### config.mk
export PLATFORM = sky130hd
export DESIGN_NAME = busReadSeq
export DESIGN_NICKNAME = d
export VERILOG_FILES = /design/src/rtl/busReadSeq_pkg.sv /design/src/rtl/busReadSeq_ctrl.sv /design/src/rtl/busReadSeq_dp.sv /design/src/rtl/busReadSeq.sv
export SDC_FILE = /design/constraint.sdc
export NUM_CORES = 1
export LEC_CHECK = 0
export BUFFER_PORTS_ARGS = -buffer_cell sky130_fd_sc_hd__buf_4
export CAP_MARGIN = 30
export CORE_ASPECT_RATIO = 0.9
export CORE_UTILIZATION = 31
export DETAILED_ROUTE_END_ITERATION = 10
export MAX_ROUTING_LAYER = met4
export PLACE_DENSITY_LB_ADDON = 0.12
export REMOVE_ABC_BUFFERS = 1
export SETUP_SLACK_MARGIN = 0.5
export SYNTH_ARGS = -nofsm -noshare
export SYNTH_HDL_FRONTEND = slang
export SYNTH_SLANG_ARGS = --single-unit
### constraint.sdc
create_clock -name clk -period 4.78 [get_ports clk]
set_clock_uncertainty 0.2 [all_clocks]
set_input_delay 0.239 -clock clk [delete_from_list [all_inputs] [get_ports clk]]
set_output_delay 0.239 -clock clk [all_outputs]
set_load 0.01 [all_outputs]
### src/rtl/busReadSeq_pkg.sv
package busReadSeq_pkg;

  typedef enum logic [2:0] {
    ST_IDLE   = 3'd0,
    ST_SETUP  = 3'd1,
    ST_ACCESS = 3'd2,
    ST_HOLD   = 3'd3,
    ST_DONE   = 3'd4
  } seqState_t;

  // Strobes from the controller to the datapath
  typedef struct packed {
    logic loadAddr;    // latch request address onto the bus
    logic strobeFall;  // drive read strobe low
    logic strobeRise;  // capture data and release the strobe
    logic doneSet;     // raise the completion pulse
  } ctrlStrobes_t;

  // Round a nanosecond interval up to whole clock cycles, at least one
  function automatic int cyclesFor(input int ns, input int periodNs);
    int c;
    c = (ns + periodNs - 1) / periodNs;
    if (c < 1) c = 1;
    return c;
  endfunction

endpackage

### src/rtl/busReadSeq_ctrl.sv
module busReadSeq_ctrl
  import busReadSeq_pkg::*;
#(
  parameter int SETUP_CYC  = 10,
  parameter int ACCESS_CYC = 55,
  parameter int HOLD_CYC   = 1,
  parameter int CNT_W      = 6
) (
  input  logic         clk,
  input  logic         rstN,
  input  logic         start,
  output ctrlStrobes_t strobes,
  output logic         busy
);

  localparam logic [CNT_W-1:0] SETUP_LOAD  = CNT_W'(SETUP_CYC - 1);
  localparam logic [CNT_W-1:0] ACCESS_LOAD = CNT_W'(ACCESS_CYC - 1);
  localparam logic [CNT_W-1:0] HOLD_LOAD   = CNT_W'(HOLD_CYC - 1);

  seqState_t stateQ, stateD;
  logic [CNT_W-1:0] cntQ, cntD;
  logic cntZero;

  assign cntZero = (cntQ == '0);

  always_comb begin
    stateD  = stateQ;
    cntD    = cntQ;
    strobes = '0;
    unique case (stateQ)
      ST_IDLE: begin
        if (start) begin
          strobes.loadAddr = 1'b1;
          stateD = ST_SETUP;
          cntD   = SETUP_LOAD;
        end
      end
      ST_SETUP: begin
        if (cntZero) begin
          strobes.strobeFall = 1'b1;
          stateD = ST_ACCESS;
          cntD   = ACCESS_LOAD;
        end else begin
          cntD = cntQ - 1'b1;
        end
      end
      ST_ACCESS: begin
        if (cntZero) begin
          strobes.strobeRise = 1'b1;
          stateD = ST_HOLD;
          cntD   = HOLD_LOAD;
        end else begin
          cntD = cntQ - 1'b1;
        end
      end
      ST_HOLD: begin
        if (cntZero) begin
          strobes.doneSet = 1'b1;
          stateD = ST_DONE;
        end else begin
          cntD = cntQ - 1'b1;
        end
      end
      ST_DONE: begin
        stateD = ST_IDLE;
      end
      default: begin
        stateD = ST_IDLE;
        cntD   = '0;
      end
    endcase
  end

  always_ff @(posedge clk or negedge rstN) begin
    if (!rstN) begin
      stateQ <= ST_IDLE;
      cntQ   <= '0;
    end else begin
      stateQ <= stateD;
      cntQ   <= cntD;
    end
  end

  assign busy = (stateQ != ST_IDLE);

endmodule

### src/rtl/busReadSeq_dp.sv
module busReadSeq_dp
  import busReadSeq_pkg::*;
#(
  parameter int ADDR_W = 2,
  parameter int DATA_W = 1
) (
  input  logic              clk,
  input  logic              rstN,
  input  ctrlStrobes_t      strobes,
  input  logic [ADDR_W-1:0] startAddr,
  input  logic [DATA_W-1:0] dataIn,
  output logic [ADDR_W-1:0] busAddr,
  output logic              rdStrobeN,
  output logic              done,
  output logic [DATA_W-1:0] dataOut
);

  logic [ADDR_W-1:0] addrQ;
  logic              strobeNQ;
  logic              doneQ;
  logic [DATA_W-1:0] captQ;

  always_ff @(posedge clk or negedge rstN) begin
    if (!rstN) addrQ <= '0;
    else if (strobes.loadAddr) addrQ <= startAddr;
  end

  always_ff @(posedge clk or negedge rstN) begin
    if (!rstN) strobeNQ <= 1'b1;
    else if (strobes.strobeFall) strobeNQ <= 1'b0;
    else if (strobes.strobeRise) strobeNQ <= 1'b1;
  end

  always_ff @(posedge clk or negedge rstN) begin
    if (!rstN) captQ <= '0;
    else if (strobes.strobeRise) captQ <= dataIn;
  end

  always_ff @(posedge clk or negedge rstN) begin
    if (!rstN) doneQ <= 1'b0;
    else doneQ <= strobes.doneSet;
  end

  assign busAddr   = addrQ;
  assign rdStrobeN = strobeNQ;
  assign done      = doneQ;
  assign dataOut   = captQ;

endmodule

### src/rtl/busReadSeq.sv
module busReadSeq
  import busReadSeq_pkg::*;
#(
  parameter int ADDR_W        = 2,
  parameter int DATA_W        = 1,
  parameter int CLK_PERIOD_NS = 10,
  parameter int SETUP_NS      = 100,
  parameter int ACCESS_NS     = 550,
  parameter int HOLD_NS       = 5
) (
  input  logic              clk,
  input  logic              rstN,
  input  logic              start,
  input  logic [ADDR_W-1:0] startAddr,
  input  logic [DATA_W-1:0] dataIn,
  output logic [ADDR_W-1:0] busAddr,
  output logic              rdStrobeN,
  output logic              busy,
  output logic              done,
  output logic [DATA_W-1:0] dataOut
);

  localparam int SETUP_CYC  = cyclesFor(SETUP_NS, CLK_PERIOD_NS);
  localparam int ACCESS_CYC = cyclesFor(ACCESS_NS, CLK_PERIOD_NS);
  localparam int HOLD_CYC   = cyclesFor(HOLD_NS, CLK_PERIOD_NS);
  localparam int MAX_CYC    = (SETUP_CYC > ACCESS_CYC)
                              ? ((SETUP_CYC > HOLD_CYC) ? SETUP_CYC : HOLD_CYC)
                              : ((ACCESS_CYC > HOLD_CYC) ? ACCESS_CYC : HOLD_CYC);
  localparam int CNT_W      = (MAX_CYC > 1) ? $clog2(MAX_CYC) : 1;

  ctrlStrobes_t strobes;

  busReadSeq_ctrl #(
    .SETUP_CYC (SETUP_CYC),
    .ACCESS_CYC(ACCESS_CYC),
    .HOLD_CYC  (HOLD_CYC),
    .CNT_W     (CNT_W)
  ) ctrl_i (
    .clk    (clk),
    .rstN   (rstN),
    .start  (start),
    .strobes(strobes),
    .busy   (busy)
  );

  busReadSeq_dp #(
    .ADDR_W(ADDR_W),
    .DATA_W(DATA_W)
  ) dp_i (
    .clk      (clk),
    .rstN     (rstN),
    .strobes  (strobes),
    .startAddr(startAddr),
    .dataIn   (dataIn),
    .busAddr  (busAddr),
    .rdStrobeN(rdStrobeN),
    .done     (done),
    .dataOut  (dataOut)
  );

endmodule

==> summary.txt <==
Logic synthesis
  – Share of synthesized area occupied by flip-flops and latches: 45.7%
  – Most common library cells after synthesis: 13 x dfrtp_1, 7 x inv_1, 6 x nor2_1, 6 x o21ai_0
  – Share of synthesized flip-flops with an asynchronous set or reset: 100%
  – Number of register bits inferred by synthesis: 14
  – Proportion of netlist area held by the largest area contributor: 42.3%
  – Number of enable flip-flop cells after synthesis: 0
  – Count of warnings emitted by yosys: 0
  – Library cell with the largest summed area after synthesis: dfrtp_1
  – Most common cell in the netlist: dfrtp_1
  – Cell area after synthesis: 769 um2
  – Cells after synthesis: 75
  – Count of different cell masters after synthesis: 33
  – Synth Area per Inst: 10.3 um2
  – Ys flop type: dfrtp_1
  – Area contributors post-synth: dfrtp_1 42%, mux2_2 4.4%, o21ai_0 3.9%

Worst setup path
  – Crit path required time: 4760 ps
  – Depth of the worst register-to-register path: 6
  – Kind of end point of the critical path: flop
  – Reg-to-reg setup timing slack: 2590 ps
  – Maximum net fanout on the critical path: 7
  – Crit path DAT: 2160 ps
  – Source of the worst register-to-register timing path: ctrl_i.cntQ[0]
  – Endpoint of the worst setup timing path: ctrl_i.cntQ[1]
  – Largest stage delay on the critical path: 430 ps
  – CP max stage cell: nor3b_1
  – End of the worst register-to-register path: ctrl_i.cntQ[1]
  – Timing startpoint of the critical path: ctrl_i.cntQ[0]
  – Crit path cell chain: inv_1, ha_1, nor3b_1, nand4_2, nand2_1, mux2_2
  – Critical Path Source Type: flop
  – Critical path class: flop to flop

GRT
  – Maximum number of pins on one net before global-route repair: 15
  – Overall fraction of global-route tracks in use: 14.8%
  – Antenna violations before repair: 0
  – Via count of the first global-routing pass: 576
  – GRT Residual Overflow: 0
  – First-pass GRT wire length: 2770 um

Power
  – Ratio of total power to cell area: 625 nW/um2
  – Leakage power: 0.442 nW
  – Net switching power of the design: 0.236 mW
  – Max rail drop VDD: 0.000248 V
  – Proportion of power drawn by the clock network: 12.2%
  – Sequential cell fraction of total power: 41.2%
  – Comb power frac: 46.6%
  – Fraction of power spent switching nets: 40.1%
  – Cell Int Power: 0.351 mW

Layout
  – Antenna diode count: 0
  – Area Growth Syn to Fin: 22.0%
  – Layout Cell Area excl Fill: 938 um2
  – Fraction of layout cells with a size suffix above 1: 27.5%
  – Post-layout nets: 99
  – Filler cell count in the final layout: 216
  – Final std cells w/o fill: 118

Detailed routing
  – Routed Antenna Nets: 0
  – Total via count after detailed routing: 613
  – Total routed wirelength: 1570 um
  – Remaining DRCs: 0
  – Vias/cell: 5.19
  – Drt first pass iters: 3
  – Average routed wire per standard cell: 13.3 um
  – Violation count after the first detailed-route iteration: 6

Clock network
  – Clock sink total: 14
  – Root buffer selected by CTS: clkbuf_4
  – TritonCTS buffer count: 3
  – Resized cells post-CTS: 0
  – H-tree depth: 1
  – Clock transition at path regs: 80 ps
  – Number of buffers on the longest clock path: 2
  – Post-cts hold buffer count: 4
  – Source-to-sink clock delay at the later pin of the worst-skew pair: 280 ps
  – CTS tree: built
  – Setup fix buffers added after clock tree synthesis: 0

Placed design
  – Placed inst area: 872 um2
  – DP HPWL: 1130 um
  – Placer's final routability congestion estimate: 0.825
  – IO Port Bufs: 11
  – Total instance count after detailed placement: 110

Hold path
  – Classification of the worst-slack hold path: input pin to asynchronous set/reset pin

Floorplan
  – Placeable Area: 2260 um2
  – Die boundary width: 54.5 um
  – Number of top-level pins: 12
  – Die height: 49.3 um
  – Initial core utilization: 34.0%
  – Die Footprint: 2690 um2
  – Floorplan row count: 16

STA
  – Actual slew at the worst max-slew pin: 479 ps
  – Fin crit share: 45.8%
  – Fin. Hold Viols: 0
  – Total count of max-transition violations in the final report: 0
  – RSZ-0062 raised after global routing: false
  – Finish-stage setup viols: 0
  – Achievable Freq: 457 MHz
  – Headroom to the max-slew limit: 68.0%
  – Fin crit period: 2190 ps
  – Final sum of negative setup slack: 0 ps

Run
  – Number of max-cap violations: 0

Status
  – Run status: finished, final reports clean
[cell families (layout without fill, tap and decap cells)]
family                   count (synthesis)  in the layout  share of synthesized area [%]
XOR/XNOR                                 1              1                           1.14
buffers and inverters                   10             26                           5.20
AO/OA/AOI/OAI                           20             20                           19.5
multiplexers                             5              5                           7.64
flip-flops                              14             14                           45.7
AND/OR/NAND/NOR                         24             24                           19.2
adder cells (fa/ha/maj)                  1              1                           1.63
[stage by stage]
stage	total power, mW	utilization [%]	setup slack [ps]	hold slack [ps]
4_1_cts	0.591	41.5	2630	127
5_1_grt	0.641	41.5	2450	143
6_report	0.587	41.5	2590	132
3_5_place_dp	0.514	38.6	2640	-97.2
3_3_place_gp	0.517	38.6	2680	-96.3
2_1_floorplan	0.431	-	2820	-257
[registers in the layout, summed over array words and instances (netlist names)]
register / flops
dp_i.done: 1
ctrl_i.stateQ: 3
dp_i.dataOut: 1
ctrl_i.cntQ: 6
dp_i.busAddr: 2
dp_i.rdStrobeN: 1
[placed cells by master (no fill, tap or decap), drive strengths merged, types with 2 or more instances in the layout]
cell type and count:
o31a 2, nor3 2, nor2 6, dlygate4sd3 4
mux2 4, a211oi 2, buf 11, inv 7
nand3 5, o21ai 8, clkbuf 4, a32o 2
nor3b 2, dfrtp 13, nand2 4
[layout make-up]
class	instances	area (um2)	area share (%)
Clock buffer	4	26.3	2.80
Inverter	7	26.3	2.80
Multi-Input combinational cell	51	378	40.3
Sequential cell	14	352	37.5
Tap cell	27	33.8	3.60
Timing Repair Buffer	15	123	13.1
[metal layers]
| layer | wire, um | vias up | global-route usage [%] |
|---|---|---|---|
| met4 | 8 | 0 | 2.56 |
| met1 | 824 | 293 | 20.7 |
| met5 | 0 | - | - |
| li1 | - | 310 | - |
| met3 | 71 | 2 | 6.54 |
| met2 | 667 | 8 | 19.7 |
[critical path: cells and delay by family (launching register included)]
family                     cells  cell delay [ps]
adders and majority gates      1              180
buffers and inverters          1               70
DFF                            1              410
muxes                          1              340
and+or+nand+nor                3              880
[worst min-delay path by stage]
stage                     startpoint                to  slack [ps]
after floorplan                 rstN    ctrl_i.cntQ[0]        -260
after global placement          rstN         dp_i.done        -100
after detailed placement        rstN  ctrl_i.stateQ[0]        -100
after CTS                       rstN   dp_i.busAddr[1]         130
after global routing            rstN    ctrl_i.cntQ[0]         140
final                           rstN   dp_i.busAddr[1]         130
[power groups by stage]
stage	logic [mW]	clock network, mW	registers (mW)
finish	0.273	0.0715	0.242
global route	0.309	0.0812	0.251
CTS	0.275	0.0749	0.242
detailed placement	0.271	0	0.243
global placement	0.273	0	0.244
floorplan	0.194	0	0.238
(Power assumes the default switching activity.)
